**config.mk**
```make
export PLATFORM = sky130hd
export DESIGN_NAME = sys_watchdog
export DESIGN_NICKNAME = d
export VERILOG_FILES = /design/src/rtl/sys_watchdog.sv
export SDC_FILE = /design/constraint.sdc
export NUM_CORES = 1
export LEC_CHECK = 0
export BUFFER_PORTS_ARGS = -buffer_cell sky130_fd_sc_hd__buf_2
export CORE_ASPECT_RATIO = 1.2
export CORE_MARGIN = 3
export CORE_UTILIZATION = 57
export DETAILED_ROUTE_END_ITERATION = 16
export PLACE_DENSITY = 0.84
export RECOVER_POWER = 50
export REMOVE_ABC_BUFFERS = 1
export SLEW_MARGIN = 20
export SYNTH_ARGS = -nofsm -noshare
export SYNTH_HDL_FRONTEND = slang
export SYNTH_SLANG_ARGS = --single-unit
```
**constraint.sdc**
```tcl
create_clock -name clk -period 2.83 [get_ports clk]
set_input_delay 0.566 -clock clk [delete_from_list [all_inputs] [get_ports clk]]
set_output_delay 0.566 -clock clk [all_outputs]
set_load 0.01 [all_outputs]
```
**src/rtl/sys_watchdog.sv**
```systemverilog
module sys_watchdog #(
  parameter int PRESCALE  = 30000000,
  parameter int MIN_TICKS = 4,
  parameter int PERIOD_W  = 10
) (
  input  logic        clk,
  input  logic        rst_n,
  input  logic        bus_sel,
  input  logic        bus_we,
  input  logic [2:0]  bus_addr,
  input  logic [15:0] bus_wdata,
  output logic [15:0] bus_rdata,
  output logic        irq_o,
  output logic        sys_rst_o
);
  localparam int PRE_W = (PRESCALE > 1) ? $clog2(PRESCALE) : 1;
  localparam logic [2:0] A_CTRL = 3'd0, A_PER = 3'd1, A_RLD = 3'd2, A_STS = 3'd3, A_CNT = 3'd4;
  localparam logic [PERIOD_W-1:0] PER_MAX = '1;

  logic [PRE_W-1:0]    pre_q;
  logic [PERIOD_W-1:0] cnt_q, period_q, eff;
  logic halt_q, irqen_q, nr_q, stage_q, s1_q, s2_q, boot_q, rst_q;
  logic tick, wr, wr_ctrl, wr_per, wr_rld, wr_sts;

  assign tick    = (pre_q == PRE_W'(PRESCALE - 1));
  assign wr      = bus_sel & bus_we;
  assign wr_ctrl = wr & (bus_addr == A_CTRL);
  assign wr_per  = wr & (bus_addr == A_PER);
  assign wr_rld  = wr & (bus_addr == A_RLD);
  assign wr_sts  = wr & (bus_addr == A_STS);
  assign eff     = (period_q == '0) ? PERIOD_W'(MIN_TICKS) : period_q;
  assign irq_o     = s1_q & irqen_q;
  assign sys_rst_o = rst_q;

  always_ff @(posedge clk or negedge rst_n) begin
    if (!rst_n) begin
      pre_q <= '0; cnt_q <= PER_MAX; period_q <= PER_MAX;
      halt_q <= 1'b1; irqen_q <= 1'b0; nr_q <= 1'b0; stage_q <= 1'b0;
      s1_q <= 1'b0; s2_q <= 1'b0; boot_q <= 1'b0; rst_q <= 1'b0;
    end else begin
      pre_q <= tick ? '0 : pre_q + 1'b1;
      rst_q <= 1'b0;
      if (wr_ctrl) begin
        halt_q  <= bus_wdata[0];
        irqen_q <= bus_wdata[1];
        nr_q    <= bus_wdata[2];
      end
      if (wr_per) period_q <= bus_wdata[PERIOD_W-1:0];
      if (wr_sts) begin
        if (bus_wdata[0]) s1_q   <= 1'b0;
        if (bus_wdata[1]) s2_q   <= 1'b0;
        if (bus_wdata[2]) boot_q <= 1'b0;
      end
      if (wr_rld) begin
        cnt_q   <= eff;
        stage_q <= 1'b0;
      end else if (tick && !halt_q) begin
        if (cnt_q == '0) begin
          cnt_q <= eff;
          if (!stage_q) begin
            s1_q    <= 1'b1;
            stage_q <= 1'b1;
          end else begin
            s2_q    <= 1'b1;
            stage_q <= 1'b0;
            if (!nr_q) begin
              rst_q  <= 1'b1;
              boot_q <= 1'b1;
            end
          end
        end else begin
          cnt_q <= cnt_q - 1'b1;
        end
      end
    end
  end

  always_comb begin
    bus_rdata = '0;
    case (bus_addr)
      A_CTRL:  bus_rdata = {13'd0, nr_q, irqen_q, halt_q};
      A_PER:   bus_rdata = 16'(period_q);
      A_STS:   bus_rdata = {13'd0, boot_q, s2_q, s1_q};
      A_CNT:   bus_rdata = 16'(cnt_q);
      default: bus_rdata = '0;
    endcase
  end

  a_r3_halt_freeze: assert property (@(posedge clk) disable iff (!rst_n)
    (halt_q && !wr_rld) |=> $stable(cnt_q));
  a_r4_reload_loads: assert property (@(posedge clk) disable iff (!rst_n)
    wr_rld |=> (cnt_q == $past(eff) && !stage_q));
  a_r8_single_pulse: assert property (@(posedge clk) disable iff (!rst_n)
    sys_rst_o |=> !sys_rst_o);
  a_r8_pulse_status: assert property (@(posedge clk) disable iff (!rst_n)
    sys_rst_o |-> (s2_q && boot_q));
  a_r9_no_reboot: assert property (@(posedge clk) disable iff (!rst_n)
    nr_q |=> !sys_rst_o);
  a_r6_stage_status: assert property (@(posedge clk) disable iff (!rst_n)
    $rose(stage_q) |-> s1_q);
endmodule

```
# Word level (Yosys, flattened, before mapping)
# Index checks and enable logic that the tools add are counted.
dict set report word_totals {
  regBits 53
  inputBits 23
  wordCells 66
}
dict set report classes {
  n_addsub 2
  eq_ne 5
  muxes 34
  bitwise 6
  n_reduce_logical 8
}
# operator count
set ops {}
lappend ops {{$mux 10} 4}
lappend ops {{$pmux 10 s4} 1}
lappend ops {{$mux 1} 28}
lappend ops {{$add 25x1->25 const B} 1}
lappend ops {{$eq 25x25->1 const B} 1}
lappend ops {{$mux 25} 1}
lappend ops {{$logic_not 10->1} 2}
lappend ops {{$sub 10x1->10 const B} 1}
lappend ops {{$and 1x1->1} 6}
lappend ops {{$eq 3x2->1 const B} 2}
lappend ops {{$reduce_bool 2->1} 2}
lappend ops {{$eq 3x1->1 const B} 1}
lappend ops {{$eq 3x3->1 const B} 1}
lappend ops {{$logic_not 3->1} 1}
lappend ops {{$reduce_and 2->1} 1}
lappend ops {{$logic_and 1x1->1} 1}
lappend ops {{$logic_not 1->1} 1}

# Logic depth before layout (Yosys ltp)
dict set report logic_depth {
  depth_word 8
  mapped_depth 8
}

# Least setup slack after synthesis
# Ideal clock, no wire load.
dict set report synth_path {
  kind {input to output}
  startpoint {input bus_addr[0]}
  endpoint {output bus_rdata[3]}
  arrival_time_ps 1528
  required_ps 2264
  path_slack_ps 736
  stages 5
  path_buffers 2
  cell_sequence {clkbuf_1 nor2b_1 clkbuf_1 a22oi_1 nor2_1}
}
dict set report synth_via {
  elab_chain_len 2
}
# item line
set synth_rtl {}
lappend synth_rtl {{start, declared} 10} ;# input logic [2:0] bus_addr,
lappend synth_rtl {{$eq 3x3->1 (tied with other cells)} 80} ;# case (bus_addr)
lappend synth_rtl {{$pmux 10 s4 (*)} 80}
lappend synth_rtl {{end, declared} 12} ;# output logic [15:0] bus_rdata,
# Mark *: on every way between the ends. The rest lies on a longest branch, timed or not.

# Worst setup path after layout
dict set report layout_path {
  startpoint {input bus_addr[0]}
  endpoint {output bus_rdata[7]}
}
# Same word-level chain as after synthesis.

==> results.toml <==
[floorplan]
die_y_um = 83.7
initial_core_util_pct = 60.6
dieWidth_um = 70.7
row_count = 27
io_pins = 41
core_um2 = 4730
floorplan.die_area_um2 = 5920

[sta]
slew_headroom_pct = 23.2
worst_pin_slew_ns = 1.15
rsz0062_at_grt = "no"
max_slew_violations = 0
report.final.setup_viol = 0
fin_skew_ns = 0.0154
timing.final.crit_share_pct = 81.8
min_period_ns = 2.32
timing.setup.tns_ns = 0
max_freq_mhz = 432
finalHoldViolations = 0

[yosys]
synth_top_cell_area_share_pct = 27.9
yosys_warnings = 0
cell_area_after_synthesis_um2 = 2870
synth_area_per_cell_um2 = 9.58
synthCells = 299
yosys_register_bits = 53
post_synth_main_area_contributors = "sky130_fd_sc_hd__dfrtp_1, sky130_fd_sc_hd__dfstp_2, sky130_fd_sc_hd__nor2_1"
synth_seq_area_share_pct = 47.2
most_frequent_cell_after_synthesis = "sky130_fd_sc_hd__dfrtp_1"
netlist.top_cell.by_area = "sky130_fd_sc_hd__dfrtp_1"
number_of_enable_type_register_cells_in_the_synthesized_netlist = 0
synth.lib_cells_used.distinct = 45
postSynth.topFlopCell = "sky130_fd_sc_hd__dfrtp_1"
synthTopCellsByCount = "sky130_fd_sc_hd__dfrtp_1, sky130_fd_sc_hd__nor2_1, sky130_fd_sc_hd__nand2_1, sky130_fd_sc_hd__dfstp_2, sky130_fd_sc_hd__o21ai_0"
asyncSetResetFlopFracSynth_pct = 100

[cells_and_area]
antennaDiodeCount = 0
layout-area-overhead-vs-synth_pct = 10.4
share_of_layout_cells_above_drive_strength_1_pct = 22.4
num-nets-final = 355
utilization_pct = 66.9

[route]
via_count = 2298
drtPass1Iterations = 4
route.antenna.remaining_nets = 0
totalWireLength_um = 5990
routedWlPerCell_um = 15.4
detail_route.iter0.violations = 173
routed_via_density = 5.91
post-route-drc-count = 0

[setup_path]
path_class = "in2out"
worstPathRequired_ns = 2.26
ff2ff_path_depth = 5
crit_arrival_ns = 1.75
cp-startpoint = "bus_addr[0]"
end_kind = "output port"
setup.worst_path.start_class = "primary input"
r2r_start = "pre_q[13]"
path_max_fanout = 11

[global_routing]
final_global_route_overflow_total = 0
number_of_global_route_vias_before_repair = 2241
grt_max_degree = 33
antenna_violations_before_repair = 0
grt_pass1_wl_um = 10200
globalRouteTotalUtil_pct = 21.1

[clock_network]
cts.reportedPaths.clkPinSlew_ns = 0.10
tritoncts.num_buffers = 5
cts_sinks = 53
cts_htree_levels = 2
insertion_delay_ns = 0.31
postCtsSetupBuffers = 0
cts.root.buffer_cell = "sky130_fd_sc_hd__clkbuf_8"
cts_buffer_depth = 2
tritoncts_clock_tree = "yes"
post_cts_resize_count = 0
ctsHoldBuffers = 0

[placed_design]
hpwl_um = 4420
routabilityCongestion = 0.813
io_buffers = 28

[job]
timing.max_cap.violations = 0

[power_and_ir_drop]
power_leakage_nw = 1.44
cellPowerDensity_nw_per_um2 = 546
vdd_ir_drop_max_mv = 0.307

[run_status]
outcome = "complete, no violations"

[hold_path]
hp-class = "in2async"
## routing by layer
layer | global-route usage, % | routed length, µm | share of wire [%]
met5 | 0 | 0 | 0
met4 | 7.35 | 83 | 1.4
met3 | 3.98 | 236 | 3.9
met2 | 35.9 | 3130 | 52
met1 | 26.5 | 2540 | 42
## cell usage in the layout, fill, tap and decap left out, drive strengths merged, types with 2 or more instances in the layout
cell type | synthesis | final
or3 | 6 | 6
nor3b | 3 | 3
o211ai | 4 | 4
a22oi | 8 | 8
nor2 | 30 | 30
nor2b | 3 | 3
ha | 2 | 2
or2 | 2 | 2
nor4 | 4 | 4
o31ai | 6 | 6
o21ai | 21 | 21
nand2 | 24 | 24
xor2 | 6 | 6
nand4 | 8 | 8
dfstp | 21 | 21
nor3 | 8 | 8
and3 | 2 | 2
clkbuf | 6 | 11
dfrtp | 32 | 32
a21oi | 7 | 7
a31oi | 5 | 5
mux2i | 10 | 10
conb | 1 | 6
inv | 16 | 17
o21bai | 2 | 2
nand4b | 3 | 3
and2 | 5 | 5
nand3 | 13 | 13
buf | 9 | 30
o22ai | 5 | 5
mux2 | 7 | 7
xnor2 | 11 | 11
## worst max-delay path, cell delays in order
cell	delay (ns)
sky130_fd_sc_hd__buf_2	0.09
sky130_fd_sc_hd__buf_4	0.17
sky130_fd_sc_hd__nor2b_1	0.45
sky130_fd_sc_hd__a22oi_1	0.18
sky130_fd_sc_hd__nor2_1	0.13
sky130_fd_sc_hd__buf_2	0.15
## logic make-up after synthesis
family	share of synthesized area [%]
and+or+nand+nor	21.2
AOI/OAI and AO/OA	14.1
DFF	47.2
buffers and inverters	5.07
xor gates and xnor gates	5.20
muxes	6.24
adders and majority gates	0.873
other	0.131
## cell type report
cell class,count,area (µm²)
fillers,392,1570
multi-input cells,220,1390
flip-flops and latches,53,1350
repair buffers,34,176
clock buffers,7,108
well taps,58,72.6
inverters,16,60.1
clock inverters,1,6.26
## stage by stage
stage          hold slack [ns]  power [mW]  worst slack, ns  cells  cell area (µm²)
3_3_place_gp             0.468        1.22            0.350    381             3070
3_5_place_dp             0.478        1.24            0.267    381             3070
6_report                 0.451        1.73            0.514    389             3160
4_1_cts                  0.222        1.74            0.290    389             3180
2_1_floorplan            0.270        1.12            0.590    289             2800
5_1_grt                  0.465        1.82            0.382    389             3160
## where the power goes
| part | switching (mW) | internal (mW) |
|---|---|---|
| registers | 0.0886 | 0.881 |
| clock network | 0.250 | 0.253 |
| logic | 0.137 | 0.118 |
| total | 0.475 | 1.25 |
## state kept, by name (all words and copies together), names as in the netlist
| signal | flops |
|---|---|
| period_q | 10 |
| sys_rst_o | 1 |
| s1_q | 1 |
| stage_q | 1 |
| irqen_q | 1 |
| boot_q | 1 |
| nr_q | 1 |
| halt_q | 1 |
| cnt_q | 10 |
| s2_q | 1 |
| pre_q | 25 |
## worst paths after layout
| kind | endpoint | slack, ns |
|---|---|---|
| max in group asynchronous | pre_q[7] | 0.99 |
| max reg2reg | cnt_q[0] | 0.59 |
| min reg2reg | pre_q[0] | 0.49 |
| min | irqen_q | 0.45 |
| max | bus_rdata[7] | 0.51 |
| min in group clk | period_q[4] | 0.48 |
(Power assumes the default switching activity.)
